### src/rtl/uart_tx_pkg.sv
package uart_tx_pkg;

    typedef enum logic [2:0] {
        ST_IDLE   = 3'd0,
        ST_START  = 3'd1,
        ST_DATA   = 3'd2,
        ST_PARITY = 3'd3,
        ST_STOP   = 3'd4
    } tx_state_e;

    localparam logic [1:0] LEN_7  = 2'b00;
    localparam logic [1:0] LEN_8  = 2'b01;
    localparam logic [1:0] LEN_9  = 2'b10;
    localparam logic [1:0] LEN_8B = 2'b11;

    localparam logic [1:0] PAR_ODD  = 2'b00;
    localparam logic [1:0] PAR_EVEN = 2'b01;
    localparam logic [1:0] PAR_ZERO = 2'b10;
    localparam logic [1:0] PAR_ONE  = 2'b11;

    // Number of data bits for a width code.
    function automatic int data_bits(input logic [1:0] code);
        unique case (code)
            LEN_7:   return 7;
            LEN_9:   return 9;
            default: return 8;
        endcase
    endfunction

endpackage

### src/rtl/uart_tx_holdreg.sv
module uart_tx_holdreg #(
    parameter int DATA_MAX = 9
) (
    input  logic                clk,
    input  logic                rst_n,
    input  logic                wr_en,
    input  logic [DATA_MAX-1:0] wr_data,
    input  logic                take,
    output logic                full,
    output logic [DATA_MAX-1:0] data
);

    logic                full_q;
    logic [DATA_MAX-1:0] data_q;

    // A write wins over a same-cycle transfer and replaces held data.
    always_ff @(posedge clk or negedge rst_n) begin
        if (!rst_n) begin
            full_q <= 1'b0;
            data_q <= '0;
        end else if (wr_en) begin
            full_q <= 1'b1;
            data_q <= wr_data;
        end else if (take) begin
            full_q <= 1'b0;
        end
    end

    assign full = full_q;
    assign data = data_q;

    // a transfer only happens from a full holding register
    a_r7_take_needs_data: assert property (@(posedge clk) disable iff (!rst_n)
        take |-> full_q);

endmodule

### src/rtl/uart_tx_parity.sv
module uart_tx_parity
    import uart_tx_pkg::*;
#(
    parameter int DATA_MAX = 9
) (
    input  logic [DATA_MAX-1:0] data,
    input  logic [1:0]          len_code,
    input  logic                par_en,
    input  logic [1:0]          par_sel,
    output logic                par_on,
    output logic                par_bit
);

    logic [DATA_MAX-1:0] mask;
    logic                ones_odd;

    for (genvar gi = 0; gi < DATA_MAX; gi++) begin : g_mask
        assign mask[gi] = (gi < data_bits(len_code));
    end

    assign ones_odd = ^(data & mask);

    // no parity slot in 9-bit mode
    assign par_on = par_en && (len_code != LEN_9);

    always_comb begin
        unique case (par_sel)
            PAR_ODD:  par_bit = ~ones_odd;
            PAR_EVEN: par_bit = ones_odd;
            PAR_ZERO: par_bit = 1'b0;
            default:  par_bit = 1'b1;
        endcase
    end

endmodule

### src/rtl/uart_tx_fsm.sv
module uart_tx_fsm
    import uart_tx_pkg::*;
#(
    parameter int DATA_MAX = 9
) (
    input  logic                clk,
    input  logic                rst_n,
    input  logic                baud_tick,
    input  logic                hold_full,
    input  logic [DATA_MAX-1:0] hold_data,
    input  logic [1:0]          len_code,
    input  logic                par_on,
    input  logic                par_bit,
    input  logic                brk,
    output logic                take,
    output logic                tx,
    output logic                busy
);

    localparam int CNT_W = $clog2(DATA_MAX + 1);

    tx_state_e           state_q, state_d;
    logic [DATA_MAX-1:0] shreg_q;
    logic [CNT_W-1:0]    cnt_q;
    logic [CNT_W-1:0]    nbits_q;
    logic                par_on_q;
    logic                par_bit_q;
    logic                last_data;

    assign last_data = (cnt_q == nbits_q - CNT_W'(1));

    // Next state; every transition waits for a tick.
    always_comb begin
        state_d = state_q;
        take    = 1'b0;
        if (baud_tick) begin
            unique case (state_q)
                ST_IDLE: begin
                    if (hold_full) begin            // T_LOAD
                        take    = 1'b1;
                        state_d = ST_START;
                    end
                end
                ST_START:  state_d = ST_DATA;       // T_BITS
                ST_DATA: begin
                    if (last_data)                  // T_DATA_END
                        state_d = par_on_q ? ST_PARITY : ST_STOP;
                end
                ST_PARITY: state_d = ST_STOP;       // T_PAR
                ST_STOP: begin
                    if (hold_full) begin            // T_CHAIN
                        take    = 1'b1;
                        state_d = ST_START;
                    end else begin                  // T_DONE
                        state_d = ST_IDLE;
                    end
                end
                default:   state_d = ST_IDLE;
            endcase
        end
    end

    // State register
    always_ff @(posedge clk or negedge rst_n) begin
        if (!rst_n) state_q <= ST_IDLE;
        else        state_q <= state_d;
    end

    // Shift datapath; frame settings captured at load
    always_ff @(posedge clk or negedge rst_n) begin
        if (!rst_n) begin
            shreg_q   <= '0;
            cnt_q     <= '0;
            nbits_q   <= CNT_W'(8);
            par_on_q  <= 1'b0;
            par_bit_q <= 1'b0;
        end else if (take) begin
            shreg_q   <= hold_data;
            cnt_q     <= '0;
            nbits_q   <= CNT_W'(data_bits(len_code));
            par_on_q  <= par_on;
            par_bit_q <= par_bit;
        end else if (baud_tick && state_q == ST_DATA) begin
            shreg_q <= shreg_q >> 1;
            cnt_q   <= cnt_q + CNT_W'(1);
        end
    end

    // Outputs
    always_comb begin
        busy = (state_q != ST_IDLE);
        unique case (state_q)
            ST_START:  tx = 1'b0;
            ST_DATA:   tx = shreg_q[0];
            ST_PARITY: tx = par_bit_q;
            default:   tx = 1'b1;
        endcase
        if (brk) tx = 1'b0;
    end

    // the state only moves on a tick
    a_r2_tick_paced: assert property (@(posedge clk) disable iff (!rst_n)
        !baud_tick |=> $stable(state_q));

    // a frame begins only on a tick
    a_r8_start_on_tick: assert property (@(posedge clk) disable iff (!rst_n)
        $rose(busy) |-> $past(baud_tick));

    // the data bit counter never passes the captured width
    a_r3_count_bound: assert property (@(posedge clk) disable iff (!rst_n)
        state_q == ST_DATA |-> cnt_q < nbits_q);

endmodule

### src/rtl/uart_tx_engine.sv
module uart_tx_engine #(
    parameter int DATA_MAX = 9
) (
    input  logic                clk,
    input  logic                rst_n,
    input  logic                baud_tick,
    input  logic                wr_en,
    input  logic [DATA_MAX-1:0] wr_data,
    input  logic [1:0]          len_code,
    input  logic                par_en,
    input  logic [1:0]          par_sel,
    input  logic                brk,
    output logic                tx,
    output logic                buf_empty,
    output logic                tx_busy
);

    logic                hold_full;
    logic [DATA_MAX-1:0] hold_data;
    logic                take;
    logic                par_on;
    logic                par_bit;

    uart_tx_holdreg #(.DATA_MAX(DATA_MAX)) u_hold (
        .clk     (clk),
        .rst_n   (rst_n),
        .wr_en   (wr_en),
        .wr_data (wr_data),
        .take    (take),
        .full    (hold_full),
        .data    (hold_data)
    );

    uart_tx_parity #(.DATA_MAX(DATA_MAX)) u_par (
        .data     (hold_data),
        .len_code (len_code),
        .par_en   (par_en),
        .par_sel  (par_sel),
        .par_on   (par_on),
        .par_bit  (par_bit)
    );

    uart_tx_fsm #(.DATA_MAX(DATA_MAX)) u_fsm (
        .clk       (clk),
        .rst_n     (rst_n),
        .baud_tick (baud_tick),
        .hold_full (hold_full),
        .hold_data (hold_data),
        .len_code  (len_code),
        .par_on    (par_on),
        .par_bit   (par_bit),
        .brk       (brk),
        .take      (take),
        .tx        (tx),
        .busy      (tx_busy)
    );

    assign buf_empty = !hold_full;

    a_r6_break_low: assert property (@(posedge clk) disable iff (!rst_n)
        brk |-> !tx);

    a_r2_idle_high: assert property (@(posedge clk) disable iff (!rst_n)
        !tx_busy && !brk |-> tx);

    a_r7_empty_after_write: assert property (@(posedge clk) disable iff (!rst_n)
        wr_en |=> !buf_empty);

    a_r8_start_bit_low: assert property (@(posedge clk) disable iff (!rst_n)
        $rose(tx_busy) && !brk |-> !tx);

endmodule

### config.mk
export PLATFORM = sky130hd
export DESIGN_NAME = uart_tx_engine
export DESIGN_NICKNAME = d
export VERILOG_FILES = /design/src/rtl/uart_tx_pkg.sv /design/src/rtl/uart_tx_holdreg.sv /design/src/rtl/uart_tx_parity.sv /design/src/rtl/uart_tx_fsm.sv /design/src/rtl/uart_tx_engine.sv
export SDC_FILE = /design/constraint.sdc
export NUM_CORES = 1
export LEC_CHECK = 0
export CAP_MARGIN = 20
export CORE_MARGIN = 1
export CORE_UTILIZATION = 35
export CTS_CLUSTER_DIAMETER = 200
export DETAILED_ROUTE_END_ITERATION = 7
export RECOVER_POWER = 100
export SLEW_MARGIN = 25
export SYNTH_ARGS = -nofsm -noshare
export SYNTH_HDL_FRONTEND = slang
export SYNTH_HIERARCHICAL = 1
export SYNTH_SLANG_ARGS = --single-unit
### constraint.sdc
create_clock -name clk -period 2.2 [get_ports clk]
set_input_delay 0.44 -clock clk [delete_from_list [all_inputs] [get_ports clk]]
set_output_delay 0.44 -clock clk [all_outputs]
set_load 0.05 [all_outputs]
==> flow_summary.toml, run 1 <==
[worst_setup_path]
crit-reg2reg-launch = "u_fsm/state_q[1]"
cp_data_required_time_ps = 1760
r2r_end = "u_fsm/shreg_q[7]"
cp_max_fo = 4
start_kind = "flop"
r2r_slack_ps = 350
arrival_ps = 1610
r2r_cells = 3
critPathCaptureType = "output pin"
worst-setup-path-type = "reg2out"

[pwr]
powerDensity_nw_per_um2 = 1160
ir_worst_vdd_mv = 0.415
p_leak_uw = 0.000953

[timing]
fin_skew_ps = 4.37
setup_slack_ps = 151
rsz0062_at_grt = "false"
finalSetupViolations = 0
tns_ps = 0
maxSlewHeadroom_pct = 49.9
period_share_pct = 93.1
max_freq_mhz = 488
worst_pin_slew_ps = 752
drv_slew = 0
min_period_ps = 2050
fin_hold_ws_ps = 507
hold_viol = 0

[placement]
portBuffers = 21
place_area_sq_um = 2070
dp_hpwl_mm = 2.28
preCtsSetupSlack_ps = 67.0
gp_congestion = 0.751

[route]
post-route-drc-count = 0
viasPerCell = 4.75
drt_wl_total_mm = 3.12
vias = 1107
ant_nets = 0
drtPass1Iterations = 4
post_drt_wl_per_cell_um = 13.4
drt_iter0_drc = 66

[synthesis]
synth_top_area_cell = "dfrtp_1"
synth-edff-count = 0
yosysWarnings = 6
synth.area.top_cells = "dfrtp_1 (42%), mux2_4 (18%), mux2_2 (3.8%)"
synth_top_area_share_pct = 42.5
synth-seq-cells = 31
synth.most_common_cell = "dfrtp_1"
ys_seq_area_share_pct = 44.0
ys_types = 42
synth_flop_cell = "dfrtp_1"
postSynthAreaPerCell_sq_um = 12.7
synth_common_cells = "dfrtp_1 (30), mux2_4 (21), inv_1 (9)"
async_reset_ff_share_pct = 100
synth_area_sq_um = 1770
synth_fp_nets = 161
synthesis.instances = 139

[die]
io_pins = 22
dieArea_sq_um = 5340
initial_core_util_pct = 36.9
rows = 25
core_region_area_sq_um = 4790
die_w_um = 73.0
die_h_um = 73.0

[global_routing]
grt_pass1_vias = 1170
grt_start_max_net_pins = 32
top_usage_layer = "met2"
antenna_found_initial = 0
use_met3_pct = 4.56
grt.met1_usage_pct = 16.3
grtUsageMet2_pct = 21.8
grt-ovfl-total = 0
grt_usage_pct = 13.8
grt_pass1_wl_mm = 5.42

[job]
cap_violations = 0

[hold_path]
min_from = "u_fsm/shreg_q[4]"
hold_depth = 1
hold_path_end = "u_fsm/shreg_q[4]"
min_path_type = "reg2reg"

[clocking]
cts_resized = 0
cts_inserted_buffers = 5
clock_path_buffers = 2
cts_setup_buffers = 0
cts_root_buf = "clkbuf_8"
clk_latency_ps = 280
clk_pin_slew_ps = 60
cts_hold_buf = 0
cts_sinks = 31
htree_levels = 2
cts_tree = "done"

[cells_and_area]
fillers = 460
area_growth_syn_to_layout_pct = 19.4
diodes = 0
stdcell_area_sq_um = 2110
nets = 187
drive_gt1_share_pct = 18.7

[outcome]
outcome = "complete, no violations"
critical path, stage by stage, from the launching register on:
cell and delay, ps:
dfrtp_1 410, inv_1 60, dlygate4sd3_1 860
worst max-delay path by stage:
stage,startpoint,end,slack [ps],cells past startpoint
after floorplan,u_fsm/state_q[0],u_fsm/shreg_q[1],580,5
after global placement,baud_tick,u_fsm/shreg_q[0],160,4
after detailed placement,len_code[0],u_fsm/par_bit_q,70,6
after CTS,u_hold/full,buf_empty,200,2
after global routing,u_hold/full,buf_empty,110,2
final,u_hold/full,buf_empty,150,2
power by group:
part           total, uW  internal, uW  switching [uW]
registers            951           767             184
logic               1010           591             423
clock network        487           285             202
total               2450          1640             808
metrics by stage:
| stage | power (uW) | std cells | utilization [%] |
|---|---|---|---|
| final | 2450 | 233 | 44.1 |
| after global placement | 2030 | 225 | 43.3 |
| after detailed placement | 2080 | 225 | 43.3 |
| after global routing | 2630 | 233 | 44.1 |
| after floorplan | 1810 | 139 | - |
| after CTS | 2580 | 233 | 45.4 |
final cells by class:
class                      count  area (sq um)  area share (%)
multi-input combinational     91           845            40.0
tap                           67          83.8            3.97
sequential                    31           777            36.8
timing repair buffer          27           270            12.8
inverter                       9          33.8            1.60
clock buffer                   8           100            4.74
metal layers:
| layer | wire (um) | up-vias |
|---|---|---|
| li1 | - | 539 |
| met1 | 1390 | 539 |
| met2 | 1530 | 22 |
| met3 | 129 | 7 |
| met4 | 68 | 0 |
| met5 | 0 | - |
sequential cells by signal, summed over array words and instances, names as in the netlist:
name,flops
u_fsm/cnt_q,4
u_fsm/nbits_q,3
u_fsm/par_bit_q,1
u_fsm/par_on_q,1
u_fsm/shreg_q,9
u_fsm/state_q,3
u_hold/data,9
u_hold/full,1
placed cells by master, fill, tap and decap left out, types with 4 or more instances in the layout:
master / instances
mux2_4: 7
clkbuf_8: 7
mux2_2: 6
mux2_1: 14
dlygate4sd3_1: 4
buf_4: 4
clkdlybuf4s50_1: 15
o21ai_0: 6
inv_1: 9
nor2b_1: 4
xor2_1: 4
a21oi_1: 4
dfrtp_1: 30
nor2_1: 5
cells by family after synthesis:
group / after synthesis / synth area share, %
DFF: 31 / 44.0
adders and majority gates: 3 / 2.12
buffers and inverters: 17 / 5.03
muxes: 29 / 22.8
AOI/OAI and AO/OA: 20 / 7.58
and+or+nand+nor: 29 / 10.8
xor gates and xnor gates: 10 / 7.72
(Power assumes the default switching activity.)
==> run 2, diff against run 1 <==
Settings changed: TNS_END_PERCENT set to 1.
==> results of run 2 <==
The final DEF is identical to that of run 1; final timing and power are the same.
